### src/rtl/alsint_pkg.sv
package alsint_pkg;
    localparam int RES_W  = 16;
    localparam int PER_W  = 4;
    localparam int ADDR_W = 7;

    typedef enum logic [1:0] {
        IRQ_OFF   = 2'b00,
        IRQ_LEVEL = 2'b01,
        IRQ_ALERT = 2'b10,
        IRQ_FORCE = 2'b11
    } irq_mode_e;

    function automatic logic [ADDR_W-1:0] own_addr(input logic [1:0] sel);
        case (sel)
            2'b00:   own_addr = 7'b0101001;
            2'b10:   own_addr = 7'b1001001;
            default: own_addr = 7'b0111001;
        endcase
    endfunction
endpackage

### src/rtl/alsint_window.sv
module alsint_window #(
    parameter int W = 16
) (
    input  logic [W-1:0] val,
    input  logic [W-1:0] lo,
    input  logic [W-1:0] hi,
    output logic         outside
);
    logic below_q, above_q;
    always_comb begin
        below_q = (val <= lo);
        above_q = (val > hi);
        outside = below_q | above_q;
    end
endmodule

### src/rtl/alsint_persist.sv
module alsint_persist #(
    parameter int PW = 4
) (
    input  logic          clk,
    input  logic          rst_n,
    input  logic          sample,
    input  logic          outside,
    input  logic [PW-1:0] limit,
    input  logic          restart,
    output logic          fire
);
    localparam logic [PW-1:0] CNT_MAX = {PW{1'b1}};

    typedef struct packed {
        logic [PW-1:0] cnt;
    } pst_t;

    pst_t st_d, st_q;
    logic [PW-1:0] inc;

    always_comb begin
        st_d = st_q;
        inc  = (st_q.cnt == CNT_MAX) ? CNT_MAX : st_q.cnt + 1'b1;
        fire = sample && ((limit == '0) || (outside && (inc >= limit)));
        if (restart)
            st_d.cnt = '0;
        else if (sample)
            st_d.cnt = outside ? inc : '0;
    end

    always_ff @(posedge clk or negedge rst_n) begin
        if (!rst_n) st_q <= '0;
        else        st_q <= st_d;
    end


    run_reset_chk: assert property (@(posedge clk) disable iff (!rst_n)
        (sample && !outside) |=> (st_q.cnt == '0));


    run_sat_chk: assert property (@(posedge clk) disable iff (!rst_n)
        (st_q.cnt == CNT_MAX && sample && outside && !restart) |=> (st_q.cnt == CNT_MAX));


    run_restart_chk: assert property (@(posedge clk) disable iff (!rst_n)
        restart |=> (st_q.cnt == '0));
endmodule

### src/rtl/alsint_ctrl.sv
module alsint_ctrl
    import alsint_pkg::*;
#(
    parameter int RW = RES_W,
    parameter int PW = PER_W
) (
    input  logic          clk,
    input  logic          rst_n,
    input  logic          res_vld,
    input  logic [RW-1:0] res_val,
    input  logic [RW-1:0] lim_lo,
    input  logic [RW-1:0] lim_hi,
    input  logic [1:0]    irq_mode,
    input  logic [PW-1:0] persist,
    input  logic          cfg_wr,
    input  logic          cmd_clr,
    input  logic          ara_rd,
    input  logic          ara_lost,
    input  logic [1:0]    addr_sel,
    output logic          irq_n,
    output logic          ara_ack,
    output logic [7:0]    ara_byte
);
    typedef struct packed {
        logic pend;
    } ctl_t;

    ctl_t      st_d, st_q;
    irq_mode_e mode;
    logic      outside, fire, raise, drop, ara_win, restart;

    alsint_window #(.W(RW)) u_win (
        .val(res_val), .lo(lim_lo), .hi(lim_hi), .outside(outside)
    );

    alsint_persist #(.PW(PW)) u_pst (
        .clk(clk), .rst_n(rst_n), .sample(res_vld), .outside(outside),
        .limit(persist), .restart(restart), .fire(fire)
    );

    always_comb begin
        mode     = irq_mode_e'(irq_mode);
        st_d     = st_q;
        ara_win  = ara_rd && mode[1] && st_q.pend && !ara_lost;
        raise    = (fire && mode != IRQ_OFF) || (cfg_wr && mode == IRQ_FORCE);
        drop     = cmd_clr || ara_win;
        restart  = drop || cfg_wr;
        if (raise)     st_d.pend = 1'b1;
        else if (drop) st_d.pend = 1'b0;
        irq_n    = !(st_q.pend && mode != IRQ_OFF);
        ara_ack  = st_q.pend && mode[1];
        ara_byte = {own_addr(addr_sel), 1'b0};
    end

    always_ff @(posedge clk or negedge rst_n) begin
        if (!rst_n) st_q <= '0;
        else        st_q <= st_d;
    end


    force_chk: assert property (@(posedge clk) disable iff (!rst_n)
        (cfg_wr && irq_mode == 2'b11) |=> !irq_n);


    arb_lost_chk: assert property (@(posedge clk) disable iff (!rst_n)
        (ara_rd && ara_lost && !cmd_clr && st_q.pend) |=> st_q.pend);


    clear_chk: assert property (@(posedge clk) disable iff (!rst_n)
        (cmd_clr && !res_vld && !cfg_wr) |=> irq_n);


    off_chk: assert property (@(posedge clk) disable iff (!rst_n)
        (irq_mode == 2'b00) |-> irq_n);


    ack_chk: assert property (@(posedge clk) disable iff (!rst_n)
        ara_ack |-> (!irq_n && irq_mode[1]));
endmodule

### config.mk
export PLATFORM = sky130hd
export DESIGN_NAME = alsint_ctrl
export DESIGN_NICKNAME = d
export VERILOG_FILES = /design/src/rtl/alsint_pkg.sv /design/src/rtl/alsint_window.sv /design/src/rtl/alsint_persist.sv /design/src/rtl/alsint_ctrl.sv
export SDC_FILE = /design/constraint.sdc
export NUM_CORES = 1
export LEC_CHECK = 0
export ABC_AREA = 1
export CAP_MARGIN = 20
export CORE_ASPECT_RATIO = 0.6
export CORE_MARGIN = 8
export CORE_UTILIZATION = 43
export CTS_CLUSTER_DIAMETER = 100
export CTS_CLUSTER_SIZE = 16
export DETAILED_ROUTE_END_ITERATION = 6
export GPL_TIMING_DRIVEN = 0
export PLACE_DENSITY = 0.87
export SYNTH_ARGS = -nofsm -noshare
export SYNTH_HDL_FRONTEND = slang
export SYNTH_SLANG_ARGS = --single-unit
### constraint.sdc
create_clock -name clk -period 2.7 [get_ports clk]
set_input_delay 0.54 -clock clk [delete_from_list [all_inputs] [get_ports clk]]
set_output_delay 0.54 -clock clk [all_outputs]
set_load 0.01 [all_outputs]
==> run_results.csv <==
group,metric,value,unit
final_layout,nFillCells,252,
final_layout,fin_nets,386,
routing,via_count,1495,
outcome,run_status,"completed",
power,vdd_drop_max,0.000278,V
synth,synth_cells,211,
worst_setup_path,crit_path_start_kind,"input pin",
final_layout,diodes,0,
timing,fmax,438,MHz
hold_path,min_from,"u_pst.st_q[1]",
final_layout,final_common_cell,"clkdlybuf4s50_1",
routing,routed_via_density,4.57,
clocking,hold_buffers,0,
place,hpwl,3.62,mm
floorplan,die_height,59.5,um
routing,post_drt_wl_per_cell,12.0,um
synth,synthDistinctLibCells,25,
synth,ys_ff_latch,5,
final_layout,drive_gt1_frac,0.0667,
timing,post-route-period-util,0.846,
synth,seq_area_frac_synth,0.0924,
synth,postSynthAreaPerCell,6.42,sq um
worst_setup_path,arrival,1750,ps
timing,finalCriticalPeriod,2290,ps
timing,rsz0062_at_grt,"false",
clocking,cts-resized-gates,0,
worst_setup_path,crit_fanout,4,
floorplan,pin_count,73,
global_route,grt_antenna_before_repair,0,
flow_run,max-cap-violations,0,
clocking,cts_sinks,5,
floorplan,core_area,0.00293,sq mm
clocking,root_buffer,"clkbuf_8",
final_layout,multiInputGateArea,1000,sq um
routing,drtPass1Iterations,4,
power,p_leak,1.18,nW
floorplan,start_util,0.462,
synth,synth_top_area_share,0.342,
timing,fin_skew,0.576,ps
routing,ant_nets,0,
final_layout,regArea,125,sq um
timing,finalWorstSetupSlack,415,ps
clocking,numCtsBuffers,3,
routing,wl,3.93,mm
global_route,grt_pass1_wl,6.58,mm
timing,maxSlewViolCount,0,
worst_setup_path,crit_start,"irq_mode[1]",
floorplan,die-area,0.00526,sq mm
clocking,tritoncts,"yes",
synth,synth-xor-area-share,0,
synth,yosys.area_share.simple,0.264,
synth,netlist_area,0.00135,sq mm
floorplan,fp-row-count,15,
clocking,postCtsSetupBuffers,0,
synth,yosys-mux-area-fraction,0,
global_route,first_global_vias,1504,
power,p_per_area,233,mW/mm^2
worst_setup_path,rr_startpoint,"u_pst.st_q[0]",
global_route,grt_use_met3,0.0456,
final_layout,syn_to_final_growth,57.6,%
worst_setup_path,cp-end-kind,"output port",
hold_path,min_path_cells,2,
timing,fin_hold_ws,518,ps
global_route,grt_usage,0.155,
power,finalPower,0.497,mW
final_layout,mostFrequentLayoutCells,"clkdlybuf4s50_1, nand2_1, inv_1, ha_1, a21oi_1",
global_route,use_met2,0.254,
synth,yosysWarnings,0,
worst_setup_path,r2r_cells,12,
global_route,grt_start_max_net_pins,7,
place,io_buffers,67,
timing,setup_viol,0,
routing,drt-initial-drc-count,68,
clocking,cts_buffer_depth,2,
global_route,globalRoute.busiestLayer,"met2",
clocking,cts_max_level,1,
worst_setup_path,cp.required,2160,ps
clocking,path_clk_slew,40,ps
hold_path,hp-class,"register to register",
synth,synth_top_family_by_area,"adder cells",
global_route,grt_util_met1,0.196,
synth,ys_top_cells_by_area,"ha_1, nand2_1, inv_1, dfrtp_1, a21oi_1",
place,preCtsSetupSlack,327,ps
floorplan,die_w,88.4,um
timing,fin_setup_tns,0,ps
clocking,clk_latency,220,ps
synth,synth_compound_area_frac,0.118,
global_route,overflow,0,
place,gp_congestion,0.840,
synth,synth_fa_ha_area_frac,0.342,
timing,finalHoldViolations,0,
routing,drc,0,
synth,synth_area_leader_cell,"ha_1",
worst_setup_path,path_class,"input pin to output port",
logic make-up after synthesis:
kind of cell | Yosys count
AO/OA/AOI/OAI | 28
adder cells (fa/ha/maj) | 37
buffers and inverters | 59
flip-flops | 5
other | 2
AND/OR/NAND/NOR | 80
critical path, cell delays in order:
cell,delay [ps]
clkdlybuf4s50_1,510
nand2_1,80
inv_2,60
clkdlybuf4s50_1,550
per-stage QoR:
step,area [sq um],utilization,instances
floorplan,1370,-,214
global placement,2090,0.713,323
detailed placement,2090,0.713,323
CTS,2130,0.729,327
global route,2130,0.729,327
finish,2130,0.729,327
cell usage after synthesis (all sizes together):
master   n
ha      37
conb     2
a21oi   17
dfrtp    5
a21o     1
o211ai   1
clkinv   1
nand4    6
clkbuf   1
nor2b    1
nand3    5
nor3     3
inv     52
buf      5
nor2    12
o21ai    5
o21a     2
a31oi    1
nand2   52
nor4     1
a32o     1
registers in the layout, summed over array words and instances (netlist names):
name        count
st_q            1
u_pst.st_q      4
worst paths after layout:
kind,end,slack (ps)
max in group asynchronous,u_pst.st_q[2],1960
setup / recovery,ara_ack,410
hold reg to reg,u_pst.st_q[1],520
setup reg to reg,st_q,760
min in group asynchronous,st_q,550
hold / removal,u_pst.st_q[1],520
per-layer routing:
| metal | up-vias | wire length, um | share of wire |
|---|---|---|---|
| met1 | 630 | 1850 | 0.47 |
| met4 | 0 | 27 | 0.0069 |
| li1 | 811 | - | - |
| met5 | - | 0 | 0 |
| met2 | 52 | 1750 | 0.44 |
| met3 | 2 | 311 | 0.079 |
area by class of cell:
class | count | share of cell area
inverter | 53 | 0.0933
buffer | 6 | 0.0194
multi-input combinational | 150 | 0.469
timing repair buffer | 67 | 0.314
clock buffer | 4 | 0.0211
tap | 42 | 0.0246
sequential | 5 | 0.0587
power breakdown:
group / internal, mW / total (mW) / switching [mW]
registers: 0.0785 / 0.0810 / 0.00246
clock network: 0.101 / 0.139 / 0.0378
logic: 0.154 / 0.277 / 0.122
(Power assumes the default switching activity.)
